===== src/rtl/flash_seq_pkg.sv =====
package flash_seq_pkg;
    typedef enum logic [1:0] {
        OP_PROG   = 2'd0,
        OP_BPROG  = 2'd1,
        OP_BEXIT  = 2'd2,
        OP_ERASE  = 2'd3
    } op_e;

    typedef enum logic [1:0] {
        RES_OK      = 2'd0,
        RES_TIMEOUT = 2'd1,
        RES_VERIFY  = 2'd2,
        RES_LATE    = 2'd3
    } res_e;

    typedef enum logic [2:0] {
        PH_IDLE,
        PH_SET,
        PH_PULSE,
        PH_HOLD,
        PH_READ
    } phase_e;
endpackage


===== src/rtl/fbus_cycle.sv =====
module fbus_cycle
    import flash_seq_pkg::*;
#(
    parameter int AW      = 20,
    parameter int DW      = 16,
    parameter int T_SETUP = 2,
    parameter int T_PULSE = 3,
    parameter int T_HOLD  = 1,
    parameter int T_RACC  = 2
) (
    input  logic          clk,
    input  logic          rst_n,
    input  logic          start,
    input  logic          rd,
    input  logic [AW-1:0] addr,
    input  logic [DW-1:0] wdata,
    output logic          done,
    output logic [DW-1:0] rdata,
    output logic [AW-1:0] f_addr,
    output logic [DW-1:0] f_dq_o,
    output logic          f_dq_oe,
    output logic          f_ce_n,
    output logic          f_we_n,
    output logic          f_oe_n,
    input  logic [DW-1:0] f_dq_i
);
    localparam int TMAX = (T_SETUP > T_PULSE ? T_SETUP : T_PULSE) > (T_HOLD > T_RACC ? T_HOLD : T_RACC)
                        ? (T_SETUP > T_PULSE ? T_SETUP : T_PULSE) : (T_HOLD > T_RACC ? T_HOLD : T_RACC);
    localparam int CW = $clog2(TMAX + 1) + 1;

    phase_e        phase_q;
    logic [CW-1:0] cnt_q;
    logic [AW-1:0] a_q;
    logic [DW-1:0] d_q;
    logic          done_q;
    logic [DW-1:0] rd_q;

    always_ff @(posedge clk or negedge rst_n) begin
        if (!rst_n) begin
            phase_q <= PH_IDLE;
            cnt_q   <= '0;
            a_q     <= '0;
            d_q     <= '0;
            done_q  <= 1'b0;
            rd_q    <= '0;
        end else begin
            done_q <= 1'b0;
            unique case (phase_q)
                PH_IDLE: if (start) begin
                    a_q     <= addr;
                    d_q     <= wdata;
                    cnt_q   <= '0;
                    phase_q <= rd ? PH_READ : PH_SET;
                end
                PH_SET: if (cnt_q == CW'(T_SETUP - 1)) begin
                    cnt_q <= '0; phase_q <= PH_PULSE;
                end else cnt_q <= cnt_q + 1'b1;
                PH_PULSE: if (cnt_q == CW'(T_PULSE - 1)) begin
                    cnt_q <= '0; phase_q <= PH_HOLD;
                end else cnt_q <= cnt_q + 1'b1;
                PH_HOLD: if (cnt_q == CW'(T_HOLD - 1)) begin
                    phase_q <= PH_IDLE; done_q <= 1'b1;
                end else cnt_q <= cnt_q + 1'b1;
                PH_READ: if (cnt_q == CW'(T_RACC - 1)) begin
                    rd_q <= f_dq_i; phase_q <= PH_IDLE; done_q <= 1'b1;
                end else cnt_q <= cnt_q + 1'b1;
                default: phase_q <= PH_IDLE;
            endcase
        end
    end

    always_comb begin
        f_addr  = a_q;
        f_dq_o  = d_q;
        f_ce_n  = (phase_q == PH_IDLE);
        f_we_n  = (phase_q != PH_PULSE);
        f_oe_n  = (phase_q != PH_READ);
        f_dq_oe = (phase_q == PH_SET) || (phase_q == PH_PULSE) || (phase_q == PH_HOLD);
        done    = done_q;
        rdata   = rd_q;
    end


    we_frame_chk: assert property (@(posedge clk) disable iff (!rst_n)
        !f_we_n |-> (!f_ce_n && f_oe_n && f_dq_oe));

    we_addr_stable_chk: assert property (@(posedge clk) disable iff (!rst_n)
        (!f_we_n && !$past(f_we_n)) |-> ($stable(f_addr) && $stable(f_dq_o)));

    read_frame_chk: assert property (@(posedge clk) disable iff (!rst_n)
        !f_oe_n |-> (f_we_n && !f_dq_oe && !f_ce_n));

    done_pulse_chk: assert property (@(posedge clk) disable iff (!rst_n)
        done |=> !done);
endmodule


===== src/rtl/flash_seq.sv =====
module flash_seq
    import flash_seq_pkg::*;
#(
    parameter int AW      = 20,
    parameter int DW      = 16,
    parameter int T_SETUP = 2,
    parameter int T_PULSE = 3,
    parameter int T_HOLD  = 1,
    parameter int T_RACC  = 2
) (
    input  logic          clk,
    input  logic          rst_n,
    input  logic          req_valid,
    output logic          req_ready,
    input  logic [1:0]    req_op,
    input  logic [AW-1:0] req_addr,
    input  logic [DW-1:0] req_data,
    input  logic          req_more,
    output logic          rsp_valid,
    output logic [1:0]    rsp_code,
    output logic [AW-1:0] f_addr,
    output logic [DW-1:0] f_dq_o,
    output logic          f_dq_oe,
    output logic          f_ce_n,
    output logic          f_we_n,
    output logic          f_oe_n,
    input  logic [DW-1:0] f_dq_i
);
    localparam logic [AW-1:0] A_U1 = AW'(12'h555);
    localparam logic [AW-1:0] A_U2 = AW'(12'h2AA);

    typedef enum logic [3:0] {
        S_IDLE, S_CMD, S_PRE3, S_POST3, S_POLL1, S_POLL2,
        S_RCHK1, S_RCHK2, S_RESET, S_VERIFY, S_RESP
    } state_e;

    state_e        state_q;
    op_e           op_q;
    logic [AW-1:0] addr_q;
    logic [DW-1:0] data_q;
    logic          more_q, add_q, issued_q, bypass_q, eopen_q;
    logic [2:0]    step_q, last_step;
    logic [DW-1:0] r1_q;
    res_e          code_q;
    logic [AW-1:0] cmd_a, eng_addr;
    logic [DW-1:0] cmd_d, eng_wdata, eng_rdata, expect_d;
    logic          eng_start, eng_rd, eng_done;
    op_e           req_op_e;

    assign req_op_e = op_e'(req_op);
    assign expect_d = (op_q == OP_ERASE) ? {DW{1'b1}} : data_q;

    // command table: (operation, step) -> address and data of the write
    always_comb begin
        cmd_a = '0;
        cmd_d = '0;
        last_step = 3'd0;
        unique case (op_q)
            OP_PROG: begin
                last_step = 3'd3;
                case (step_q)
                    3'd0:    begin cmd_a = A_U1; cmd_d = DW'(8'hAA); end
                    3'd1:    begin cmd_a = A_U2; cmd_d = DW'(8'h55); end
                    3'd2:    begin cmd_a = A_U1; cmd_d = DW'(8'hA0); end
                    default: begin cmd_a = addr_q; cmd_d = data_q; end
                endcase
            end
            OP_BPROG: begin
                last_step = 3'd4;
                case (step_q)
                    3'd0:    begin cmd_a = A_U1; cmd_d = DW'(8'hAA); end
                    3'd1:    begin cmd_a = A_U2; cmd_d = DW'(8'h55); end
                    3'd2:    begin cmd_a = A_U1; cmd_d = DW'(8'h20); end
                    3'd3:    begin cmd_a = '0;   cmd_d = DW'(8'hA0); end
                    default: begin cmd_a = addr_q; cmd_d = data_q; end
                endcase
            end
            OP_BEXIT: begin
                last_step = 3'd1;
                cmd_d = (step_q == 3'd0) ? DW'(8'h90) : '0;
            end
            OP_ERASE: begin
                last_step = 3'd5;
                case (step_q)
                    3'd0, 3'd3: begin cmd_a = A_U1; cmd_d = DW'(8'hAA); end
                    3'd1, 3'd4: begin cmd_a = A_U2; cmd_d = DW'(8'h55); end
                    3'd2:       begin cmd_a = A_U1; cmd_d = DW'(8'h80); end
                    default:    begin cmd_a = addr_q; cmd_d = DW'(8'h30); end
                endcase
            end
            default: ;
        endcase
    end

    // outputs decoded from state
    always_comb begin
        req_ready = (state_q == S_IDLE);
        rsp_valid = (state_q == S_RESP);
        rsp_code  = code_q;
        eng_start = 1'b0;
        eng_rd    = 1'b1;
        eng_addr  = addr_q;
        eng_wdata = '0;
        unique case (state_q)
            S_IDLE, S_RESP: ;
            S_CMD: begin
                eng_start = !issued_q; eng_rd = 1'b0;
                eng_addr = cmd_a; eng_wdata = cmd_d;
            end
            S_RESET: begin
                eng_start = !issued_q; eng_rd = 1'b0;
                eng_addr = '0; eng_wdata = DW'(8'hF0);
            end
            default: eng_start = !issued_q;
        endcase
    end

    // state register and request context
    always_ff @(posedge clk or negedge rst_n) begin
        if (!rst_n) begin
            state_q  <= S_IDLE;
            op_q     <= OP_PROG;
            addr_q   <= '0;
            data_q   <= '0;
            more_q   <= 1'b0;
            add_q    <= 1'b0;
            issued_q <= 1'b0;
            bypass_q <= 1'b0;
            eopen_q  <= 1'b0;
            step_q   <= '0;
            r1_q     <= '0;
            code_q   <= RES_OK;
        end else begin
            if (eng_start) issued_q <= 1'b1;
            if (eng_done)  issued_q <= 1'b0;
            unique case (state_q)
                S_IDLE: if (req_valid) begin
                    op_q   <= req_op_e;
                    addr_q <= req_addr;
                    data_q <= req_data;
                    more_q <= req_more;
                    add_q  <= (req_op_e == OP_ERASE) && eopen_q;
                    code_q <= RES_OK;
                    if (req_op_e != OP_ERASE) eopen_q <= 1'b0;
                    if (req_op_e == OP_BPROG) bypass_q <= 1'b1;
                    if (req_op_e == OP_BPROG && bypass_q)      step_q <= 3'd3;
                    else if (req_op_e == OP_ERASE && eopen_q)  step_q <= 3'd5;
                    else                                       step_q <= 3'd0;
                    state_q <= ((req_op_e == OP_ERASE) && eopen_q) ? S_PRE3 : S_CMD;
                end
                S_CMD: if (eng_done) begin
                    if (step_q != last_step) step_q <= step_q + 3'd1;
                    else begin
                        unique case (op_q)
                            OP_PROG, OP_BPROG: state_q <= S_POLL1;
                            OP_BEXIT: begin bypass_q <= 1'b0; state_q <= S_RESP; end
                            OP_ERASE: begin
                                if (add_q) state_q <= S_POST3;
                                else if (more_q) begin eopen_q <= 1'b1; state_q <= S_RESP; end
                                else state_q <= S_POLL1;
                            end
                            default: state_q <= S_RESP;
                        endcase
                    end
                end
                S_PRE3: if (eng_done) begin
                    if (eng_rdata[3]) begin
                        code_q <= RES_LATE; eopen_q <= 1'b0; state_q <= S_RESP;
                    end else state_q <= S_CMD;
                end
                S_POST3: if (eng_done) begin
                    if (eng_rdata[3]) begin
                        code_q <= RES_LATE; eopen_q <= 1'b0; state_q <= S_RESP;
                    end else state_q <= more_q ? S_RESP : S_POLL1;
                end
                S_POLL1, S_RCHK1: if (eng_done) begin
                    r1_q    <= eng_rdata;
                    state_q <= (state_q == S_POLL1) ? S_POLL2 : S_RCHK2;
                end
                S_POLL2: if (eng_done) begin
                    if (r1_q[6] == eng_rdata[6]) state_q <= S_VERIFY;
                    else if (eng_rdata[5])       state_q <= S_RCHK1;
                    else                         state_q <= S_POLL1;
                end
                S_RCHK2: if (eng_done)
                    state_q <= (r1_q[6] == eng_rdata[6]) ? S_VERIFY : S_RESET;
                S_RESET: if (eng_done) begin
                    code_q <= RES_TIMEOUT; bypass_q <= 1'b0; eopen_q <= 1'b0;
                    state_q <= S_RESP;
                end
                S_VERIFY: if (eng_done) begin
                    eopen_q <= 1'b0;
                    code_q  <= (eng_rdata == expect_d) ? RES_OK : RES_VERIFY;
                    state_q <= S_RESP;
                end
                S_RESP: state_q <= S_IDLE;
                default: state_q <= S_IDLE;
            endcase
        end
    end

    fbus_cycle #(
        .AW(AW), .DW(DW), .T_SETUP(T_SETUP), .T_PULSE(T_PULSE),
        .T_HOLD(T_HOLD), .T_RACC(T_RACC)
    ) bus_i (
        .clk(clk), .rst_n(rst_n), .start(eng_start), .rd(eng_rd),
        .addr(eng_addr), .wdata(eng_wdata), .done(eng_done), .rdata(eng_rdata),
        .f_addr(f_addr), .f_dq_o(f_dq_o), .f_dq_oe(f_dq_oe), .f_ce_n(f_ce_n),
        .f_we_n(f_we_n), .f_oe_n(f_oe_n), .f_dq_i(f_dq_i)
    );


    rsp_pulse_chk: assert property (@(posedge clk) disable iff (!rst_n)
        rsp_valid |=> (!rsp_valid && req_ready));

    ready_quiet_bus_chk: assert property (@(posedge clk) disable iff (!rst_n)
        req_ready |-> (f_ce_n && !eng_done));

    late_only_on_add_chk: assert property (@(posedge clk) disable iff (!rst_n)
        (rsp_valid && rsp_code == RES_LATE) |-> add_q);

    timeout_after_reset_write_chk: assert property (@(posedge clk) disable iff (!rst_n)
        (rsp_valid && rsp_code == RES_TIMEOUT) |-> $past(state_q == S_RESET));
endmodule


===== config.mk =====
export PLATFORM = sky130hd
export DESIGN_NAME = flash_seq
export DESIGN_NICKNAME = d
export VERILOG_FILES = /design/src/rtl/flash_seq_pkg.sv /design/src/rtl/fbus_cycle.sv /design/src/rtl/flash_seq.sv
export SDC_FILE = /design/constraint.sdc
export NUM_CORES = 1
export LEC_CHECK = 0
export ABC_AREA = 1
export BUFFER_PORTS_ARGS = -buffer_cell sky130_fd_sc_hd__buf_2
export CELL_PAD_IN_SITES_DETAIL_PLACEMENT = 1
export CELL_PAD_IN_SITES_GLOBAL_PLACEMENT = 2
export CORE_UTILIZATION = 29
export DETAILED_ROUTE_END_ITERATION = 8
export HOLD_SLACK_MARGIN = 0.05
export PLACE_DENSITY = 0.89
export SLEW_MARGIN = 40
export SYNTH_ARGS = -nofsm -noshare
export SYNTH_HDL_FRONTEND = slang
export SYNTH_SLANG_ARGS = --single-unit

===== constraint.sdc =====
create_clock -name clk -period 1.7 [get_ports clk]
set_input_delay 0 -clock clk [delete_from_list [all_inputs] [get_ports clk]]
set_output_delay 0 -clock clk [all_outputs]
set_load 0.02 [all_outputs]

After elaboration in Yosys (flattened, before gate mapping)
Index checks and enable logic that the tools add are counted.
{ "word_totals": {"reg_bits": 118, "input_bits": 58, "out_inout_bits": 44, "elab_cells": 197} }
{ "op_classes": {"add_sub_neg": 2, "n_eq_ne": 58, "mux": 82, "reduce_logical": 37} }
{ "ops": {"columns": ["cell", "count"], "rows": [
  ["$pmux 16 s4", 2],
  ["$pmux 20 s2", 3],
  ["$pmux 20 s3", 2],
  ["$mux 4", 14],
  ["$mux 3", 16],
  ["$pmux 16 s3", 1],
  ["$ne 2x1->1 const B", 19],
  ["$pmux 16 s2", 1],
  ["$pmux 4 s8", 1],
  ["$pmux 3 s5", 2],
  ["$pmux 8 s3", 1],
  ["$mux 1", 21],
  ["$mux 2", 9],
  ["$ne 2x2->1 const B", 9],
  ["$reduce_or 2->1", 9],
  ["$eq 16x16->1", 1],
  ["$eq 4x3->1 const B", 4],
  ["$mux 16", 1],
  ["$eq 3x2->1 const B", 5],
  ["$eq 4x4->1 const B", 3],
  ["$pmux 3 s4", 1],
  ["$pmux 4 s3", 1],
  ["$reduce_and 11->1", 1],
  ["$eq 3x1->1 const B", 3],
  ["other kinds (33)", 49]
]} }

Longest topological paths before layout
Gate-level depths: netlist (run 1).
{ "logic_depth": {"depth_word": 6, "mapped_depth": 12, "mapped_depth_nobuf": 11} }

Modules after synthesis
From an unflattened synthesis (run 1), not the netlist that was laid out.
{ "hier_totals": {"hier_cells": 986, "area_unflattened_um2": 6922.9} }
{ "by_module_without_submodules": {"columns": ["module", "instances", "cells_per_inst", "area_per_inst_um2", "seq_area_each_um2"], "rows": [
  ["flash_seq", 1, 675, 4217.8, 1326.3],
  ["fbus_cycle", 1, 311, 2705.1, 1476.4]
]} }

Worst setup path before layout (run 1)
OpenSTA, ideal clock, no wires.
{ "synth_path": {"path_kind": "flip-flop to flip-flop", "start": "reg step_q[0]", "end": "reg bus_i.a_q[2], in the netlist bus_i.f_addr[2]", "setup_time_ps": 122, "arrival_ps": 1607, "t_required_ps": 1578, "setup_slack_ps": -29, "stages_incl_launch_ff": 11, "path_buffers": 0, "synth_period_minus_slack_ps": 1729, "cell_sequence": "dfrtp_1 > ha_1 > ha_1 > inv_1 > nand2_1 > nor2_1 > inv_1 > a22oi_2 > nand2_1 > nand2_1 > a21oi_1"} }
{ "synth_between": {"elab_chain_len": 5, "elab_cells_between_ends": 13, "classes_between": "4 x eq/ne; 5 x mux; 4 x reduce/logical"} }
{ "synth_rtl": {"columns": ["item", "line", "rtl"], "rows": [
  ["start: declaration", "flash_seq.sv:42", "logic [2:0] step_q, last_step;"],
  ["start signal: assignment", "flash_seq.sv:152", "if (step_q != last_step) step_q <= step_q + 3'd1;"],
  ["$eq 3x2->1 (tied with other cells)", "flash_seq.sv:61, flash_seq.sv:70, flash_seq.sv:84", null],
  ["$reduce_or 3->1 (no source line) (tied with other cells)", null, null],
  ["$pmux 20 s2 (tied with other cells)", "flash_seq.sv:84", "case (step_q)"],
  ["$pmux 20 s3 (*)", "flash_seq.sv:58", "unique case (op_q)"],
  ["$pmux 20 s2 (*)", "flash_seq.sv:104", "unique case (state_q)"],
  ["end signal: assignment", "fbus_cycle.sv:50", "a_q <= addr;"],
  ["end: declaration", "fbus_cycle.sv:33", "logic [AW-1:0] a_q;"]
]} }
Every way passes the cells marked *; elsewhere a longest branch is shown, timed or not.
A chain may end at the register's enable or synchronous reset.

Worst setup path in the final report (run 1)
{ "layout_path": {"start": "reg step_q[2]", "end": "reg bus_i.d_q[5], in the netlist bus_i.f_dq_o[5]"} }
{ "layout_between": {"elab_chain_len": 5, "elab_cells_between_ends": 12, "classes_between": "4 x eq/ne; 5 x mux; 3 x reduce/logical"} }
{ "layout_rtl": {"columns": ["item", "line", "rtl"], "rows": [
  ["$eq 3x1->1 (tied with other cells)", "flash_seq.sv:61, flash_seq.sv:70, flash_seq.sv:84", null],
  ["$reduce_or 2->1 (on tied branches)", null, null],
  ["$pmux 8 s3", "flash_seq.sv:84", null],
  ["$pmux 16 s4 (*)", "flash_seq.sv:58", null],
  ["$pmux 16 s2 (*)", "flash_seq.sv:104", null],
  ["end signal: assignment", "fbus_cycle.sv:51", "d_q <= wdata;"],
  ["end: declaration", "fbus_cycle.sv:34", "logic [DW-1:0] d_q;"]
]} }
Marks and branches as above.

==> impl_summary.md, run 1 <==
Worst setup path
The startpoint identified for the worst register-to-register timing path is step_q[2]. STA classifies the critical path startpoint as a flop. The cell with the biggest individual delay on the critical path is dfrtp_1. Following the worst setup path forward leads to its endpoint at bus_i.f_dq_o[5].

The worst endpoint data arrival time is approximately 2100 ps. The required time at the worst-slack endpoint is ~2000 ps. Along the worst path, the maximum fanout reaches 5.

The type of the setup path with the least slack is flop to flop. The number of gates on the worst path with buffers counted is 12. The critical path goes through inv_2 -> buf_4 -> nand2_8 -> nand3_4 -> nor2_4 -> buf_4 -> buf_6 -> nand2_2 -> nand3_2 -> nand2_1 -> nand2_1 -> a21oi_1.

The destination of the worst register-to-register timing path is bus_i.f_dq_o[5]. The critical path launch point is step_q[2]. Grouping stages by cell kind, the critical path spends the most delay in buffers and inverters. The setup check on the worst reg-to-reg path leaves a slack of -140 ps. Counting both buffers and inverters, the worst setup path holds a total of 4. The capturing element type of the critical path is a flop. The worst register-to-register path has a depth of 12. The worst stage delay on the critical path is approximately 430 ps.

Placement
After legalization and detailed placement, the total HPWL measured around 15000 microns. Buffers placed on the I/O ports in this run total a little over 100. Routability-driven placement finished with a final weighted congestion of around 0.86.

STA
The number of hold violations in the final report came to 0. The smallest clock period supported by the final layout is computed as approximately 1800 ps. The final-report max-slew violation count is 0. At the pin with the least slew margin, the transition time is 333 ps.

On the final layout, the worst hold slack is about 80 ps. The share of the cycle needed by the critical path after routing is 1.08. Clock skew on the completed layout was measured at about 15 ps. The highest achievable clock rate is about 0.54 GHz. Setup slack on the critical path of the routed design comes to -136 ps. The final number of setup-violating endpoints is 38.

Setup repair after global routing could not meet its margin everywhere. The relative slew slack is 0.778.

GRT
Entering global routing, the biggest net connects just under 60 pins. The wire length of the first global-routing pass is roughly 35000 microns. The total overflow left after global routing is 0. In the global route stage, overall resource usage came out at 0.204.

The initial antenna violation count is 0. The via count of the first global-routing pass came to approximately 7000.

Final layout
Of the cells placed in the final design, the portion with a size suffix greater than 1 is 0.378. Fill cells in the final layout number 2495. The final standard cell utilization of the core is 0.470.

Compared with the post-synthesis result, the final layout area differs by 57.2%. At the end of the flow, the number of nets in the layout was about 1200. 0 antenna diodes ended up in the layout.

Yosys
Of the synthesized area, sequential elements account for 0.457. Among all cell types in the netlist, the one instantiated most often is nand2_1. The post-synth net total is between 900 and 1000. In this run, synthesis inferred 0 flip-flops with an integrated enable. After synthesis, the cell types taking the most area are dfrtp_1, nand2_1, inv_1. In the synthesized netlist the async set-or-reset flop fraction comes to 1.00. By count the netlist is led by nand2_1, dfrtp_1, inv_1.

Averaged over all synthesized cells, the footprint is 7.23 sq um. The top-area cell type share of the netlist area is 0.457. The flip-flop and latch count after synthesis is 112.

The most area-hungry cell type in the Yosys netlist is dfrtp_1. The count of cell types in the netlist is 34. The most used flip-flop cell after synthesis is dfrtp_1.

The number of warning messages in the yosys log is 0. The synthesized instance count is 848. The netlist area before placement is about 0.0061 sq mm.

Outcome
The run finished, with violations left. The final reports fail on negative setup slack.

Clocking
The tree built by TritonCTS fans out to between 100 and 150 sinks. The TritonCTS buffer count is 9. The CTS tree is done.

The root buffer cell is clkbuf_16. The maximum buffer depth of the clock tree is 2. At the later pin of the worst-skew pair, clock insertion delay measures about 370 ps.

The H-tree level count is 3. After clock tree synthesis, the clock-pin slew on the worst setup and hold paths is ~80 ps.

Die
The height of the die is approximately 150 microns. In this run the standard cell core region covers about 0.020 sq mm. In this run the core area contains 52 standard-cell rows. The die is between 100 and 150 microns wide. The initial core utilization is 0.299. The die covers between 0.02 and 0.025 sq mm.

During I/O placement, the number of pins put on the boundary was roughly 100.

Detailed routing
The remaining number of nets flagged by the antenna check after routing is 0. The total routed wirelength is roughly 24000 microns. The count of vias placed by the detailed router is just under 7000. The violation count after the first detailed-route iteration is about 260. After detailed routing, the number of vias per cell comes to 4.89. Dividing the detail-routed wire length by the instance count gives ~17 microns. The total DRC errors in the routed layout is 0.

The iteration count of the initial detailed-routing pass is 7.

Power
The power density over the cells is roughly 2100 mW/mm^2. Summed over all cells, the static leakage comes to a little under 5 nW. The power consumption is 20.4 mW.

The largest vdd supply drop is around 0.66 mV.

Hold path
The worst hold path belongs to the class input pin to asynchronous set/reset pin.

Job
Max-cap violations in this run came to 0.
[layer usage]
metal,wire length (microns),GRT usage,share of wire,up-vias
met2,12100,0.356,0.51,172
met4,618,0.0619,0.026,0
met5,0,0,0,-
li1,-,-,-,3216
met1,10200,0.257,0.43,3330
met3,857,0.0324,0.036,40
[worst register-to-register path, stage by stage (launching register included)]
cell and delay [ps]:
dfrtp_1 430, inv_2 230, buf_4 220, nand2_8 80, nand3_4 110, nor2_4 60, buf_4 130, buf_6 100
nand2_2 50, nand3_2 50, nand2_1 70, nand2_1 60, a21oi_1 160
[power breakdown]
group | switching (mW) | leakage (nW) | internal (mW) | total [mW]
Combinational | 7.80 | 3.33 | 5.40 | 13.2
Clock | 1.05 | 0.152 | 1.20 | 2.25
Sequential | 1.01 | 1.38 | 3.92 | 4.92
[cell families after synthesis]
kind of cell / Yosys count / synth area share
and+or+nand+nor: 465 / 0.314
AOI/OAI and AO/OA: 137 / 0.121
buffers and inverters: 119 / 0.0800
DFF: 112 / 0.457
adders and majority gates: 9 / 0.0184
xor gates and xnor gates: 4 / 0.00572
muxes: 2 / 0.00367
[state kept, by name, summed over array words and instances, names as in the netlist]
signal,cells
add_q,1
addr_q,20
bus_i.cnt_q,3
bus_i.done,1
bus_i.f_addr,20
bus_i.f_dq_o,16
bus_i.phase_q,3
bus_i.rdata,16
bypass_q,1
data_q,16
eopen_q,1
issued_q,1
more_q,1
op_q,2
r1_q,1
rsp_code,2
state_q,4
step_q,3
[metrics by stage]
stage	instance area (sq um)	TNS (ps)	setup WS [ps]	std cells
finish	9640	-1900	-136	1381
detailed placement	7560	-4670	-190	1273
global route	9640	-6170	-186	1381
floorplan	6130	0	16.8	848
CTS	8740	-251	-52.4	1356
global placement	7560	-2900	-173	1273
[what timing repair did]
| item | CTS | global route |
|---|---|---|
| hold buffers | 56 | 0 |
| buffers inserted | 10 | 22 |
| endpoints found under the setup margin | 53 | 69 |
| hold endpoints to repair | 167 | 0 |
| gates resized for setup | 61 | 191 |
| pin swaps | 24 | 68 |
| gates cloned | 1 | 4 |
[how the worst min path moves through the flow]
stage / end / slack (ps) / cells after the start
after floorplan: add_q / -300 / 0
after detailed placement: rsp_code[0] / -70 / 1
after CTS: rsp_code[0] / 90 / 2
after global routing: rsp_code[0] / 120 / 2
final: rsp_code[0] / 80 / 2
after global placement: rsp_code[0] / -80 / 1
[layout make-up]
cell class	instances	area, sq um	share of cell area
multi-input cells	617	3580	0.371
clock buffers	11	243	0.0252
repair buffers	273	2240	0.232
flip-flops and latches	112	2810	0.292
well taps	270	338	0.0350
clock inverters	5	63.8	0.00662
inverters	93	369	0.0383
[placed cells by master, fill, tap and decap left out, types with 5 or more instances in the layout]
cell and count:
a21oi_1 41, nand3_1 39, buf_2 100, buf_6 14
nand2_2 47, dfrtp_1 105, o21ai_1 14, buf_12 12
inv_2 13, nor2_2 12, dlygate4sd3_1 56, a21oi_2 14
inv_1 73, clkbuf_16 13, nor2_4 17, o21ai_2 7
buf_4 85, o21ai_0 42, inv_4 5, nand2_4 16
nor2_1 60, dfrtp_2 7, nand2_1 233, nand3_2 20
Note: power is estimated with default switching activity, not from simulation.
==> run 2, diff against run 1 <==
- CELL_PAD_IN_SITES_GLOBAL_PLACEMENT: 2 -> 1
- CORE_UTILIZATION: 29 -> 37
==> run 2 against run 1 <==
The flow still finishes with violations (negative setup slack). Die area shrank 21%. Count of clock-buffer cells in the layout shrank 2. Register-to-register slack lost 220 ps. Cell count shrank 5.0%. Total power grew 14%. Clock skew grew 5.3 ps. Flip-flop and latch count is the same. Final area grew 2.5%. Sequential power grew 5.3%. Wire length grew 49%. Global-route usage grew 9.6 points. Sequential share of layout area shrank 0.71 points.
==> impl_summary.md, run 2 (synthesis gave the netlist of run 1 again) <==
Outcome
Outcome: finished with violations (unchanged). Violated checks: negative setup slack (unchanged).

Die
The site row count was 46 (was 52). The standard cell core area is 0.0161 sq mm (was 0.0205 sq mm). The height of the die is 131 microns (was 147 microns).

The number of placed I/O pins is 102 (unchanged). The die extent in x is 131 microns (was 147 microns). The die outline area is 0.0171 sq mm (was 0.0217 sq mm).

The initial core utilization was 0.382 (was 0.299).

Final layout
The final standard cell utilization of the core is 0.616 (was 0.470). The area occupied by multi-input gates was 0.00386 sq mm (was 0.00358 sq mm). Commonest cells after routing, fill and taps aside: nand2_1, dfrtp_1, buf_2 (unchanged). The number of inserted filler cells in the final layout was 1884 (was 2495). The number of nets in the finished design is 1159 (was 1173). The signed area change from the synthesized netlist to the final layout is 61.2% (was 57.2%). The filler-free cell count of the finished design was 1312 (was 1381). The combined flip-flop and latch cell area is 0.00281 sq mm (about the same). The fraction of final layout cells sized beyond drive strength 1 is 0.423 (was 0.378). The most common cell after layout, fill and taps aside is nand2_1 (unchanged). The number of inserted diodes is 0 (unchanged).

STA
The share of the cycle needed by the critical path after routing came to 1.21 (was 1.08). The number of hold violations in the final report is 0 (unchanged). The relative slew slack is 0.629 (was 0.778). The clock tree skew after final layout is 20.6 ps (was 15.3 ps). The final-report max-slew violation count is 0 (unchanged). The worst setup slack after layout is -354 ps (was -136 ps). Unrepaired setup endpoints after global routing: true (unchanged). The slew at the pin closest to its max-slew limit came to 556 ps (was 333 ps).

The final number of setup-violating endpoints came to 84 (was 38). The minimum clock period is 2050 ps (was 1840 ps). The highest achievable clock rate was 0.487 GHz (was 0.545 GHz).

Clocking
The CTS tree was done (unchanged). The clock-pin slew on the worst setup and hold paths was 90 ps (was 80 ps). The TritonCTS buffer count came to 9 (unchanged).

The clock net sink count is 112 (unchanged). The root buffer cell was clkbuf_16 (unchanged). The maximum buffer depth of the clock tree is 2 (unchanged). The clock latency on the worst-skew pair came to 390 ps (was 370 ps). The H-tree level count was 3 (unchanged).

Power
The largest vdd supply drop is 1.03 mV (was 0.661 mV). The leakage component of the power is 4.99 nW (was 4.86 nW). The power density over the cells came to 2350 mW/mm^2 (was 2110 mW/mm^2). The power consumption is 23.3 mW (was 20.4 mW).

GRT
The via count of the first global-routing pass was 7511 (was 6808). The wire length of the first global-routing pass is 38500 microns (was 35100 microns). The initial antenna violation count came to 0 (unchanged). The pin count of the biggest net entering global routing came to 41 (was 59). The overall overflow remaining after global route is 0 (unchanged). The global-route usage over all layers came to 0.300 (was 0.204).

Detailed routing
The violation count after the first detailed-route iteration is 633 (was 262). The total DRC errors in the routed layout was 0 (unchanged). The average vias per placed instance was 5.99 (was 4.89). The iteration count of the initial detailed-routing pass is 5 (was 7). The per-cell routed wire length is 26.9 microns (was 17.2 microns). The count of vias placed by the detailed router is 7862 (was 6758).

The total routed wirelength is 35300 microns (was 23700 microns). The remaining number of nets flagged by the antenna check after routing is 0 (unchanged).

Placement
The half-perimeter wire length of the detailed placement result is 15000 microns (was 14800 microns). The port buffer count is 101 (unchanged). The number of placed instances, taps included was 1198 (was 1273). The last weighted congestion value of the routability-driven placer is 0.928 (was 0.857).

Worst setup path
The reg-to-reg critical path startpoint was step_q[0] (was step_q[2]). The number of cells traversed by the worst register-to-register path is 11 (was 12). The type of the setup path with the least slack is flop to flop (unchanged). The launching element type of the critical path was a flop (unchanged). The worst endpoint data arrival time is 2370 ps (was 2120 ps). The worst reg-to-reg setup slack was -350 ps (was -140 ps). The destination of the worst register-to-register timing path is bus_i.f_addr[14] (was bus_i.f_dq_o[5]).

The largest fanout on the critical path is 5 (unchanged). The critical path launch point is step_q[0] (was step_q[2]). The required time at the worst-slack endpoint was 2010 ps (was 1990 ps). The capturing element type of the critical path is a flop (unchanged).

Job
The number of max-capacitance violations reported is 0 (unchanged).

Hold path
The class of the worst hold path is input pin to asynchronous set/reset pin (unchanged).
-- run 2: changes by cell type in the layout (fill, tap and decap cells not counted), sizes merged --
cell      previous run  this run
inv                 93        92
clkbuf              15        17
clkinvlp             2         4
buf                213       195
-- run 2: worst max path at each step --
stage / slack (ps) / endpoint
3_3_place_gp: -70 / bus_i.f_dq_o[2]
3_5_place_dp: -210 / bus_i.f_addr[7]
4_1_cts: -40 / bus_i.f_dq_o[6]
5_1_grt: -490 / step_q[1]
2_1_floorplan: 20 / bus_i.f_addr[2]
6_report: -350 / bus_i.f_addr[14]
-- run 2: per-layer routing --
layer	up-vias	routed length, microns	track usage
met3	249	3450	0.0554
met5	-	0	0
met4	0	2980	0.187
li1	3197	-	-
met1	3827	12400	0.339
met2	589	16500	0.523
-- run 2: final cells by class --
cell class	instances	share of cell area
multi-input combinational	617	0.391
tap	216	0.0273
clock buffer	9	0.0228
clock inverter	6	0.00823
inverter	93	0.0378
timing repair buffer	259	0.228
sequential	112	0.285
-- run 2: worst max-delay path, cell delays in order, from the launching register on --
cell and delay [ps]:
dfrtp_2 500, ha_4 220, ha_4 180, inv_4 70, nand2_4 60, nor2_4 170
nand2_2 100, nand2_2 80, a21oi_2 40, o21ai_2 250, nand2_1 170, nand2_1 120
-- run 2: what timing repair did --
item,CTS,global route
hold buffers,56,0
endpoints found under the hold margin,122,0
setup buffers,10,23
pin swaps,18,75
endpoints found under the setup margin,47,93
cloned,0,12
gates resized for setup,55,305
-- run 2: metrics by stage --
| step | hold WS, ps | setup TNS [ps] | worst slack [ps] | instance area, sq um |
|---|---|---|---|---|
| global route | 201 | -16470 | -493 | 9880 |
| finish | 146 | -13560 | -354 | 9880 |
| floorplan | -296 | 0 | 16.8 | 6130 |
| CTS | 164 | -216 | -40.7 | 8440 |
| global placement | 8.50 | -1890 | -71.2 | 7330 |
| detailed placement | 16.0 | -5900 | -212 | 7330 |
-- run 2: power breakdown --
group,switching (mW),internal [mW]
clock network,1.22,1.17
registers,1.27,3.92
logic,9.97,5.73
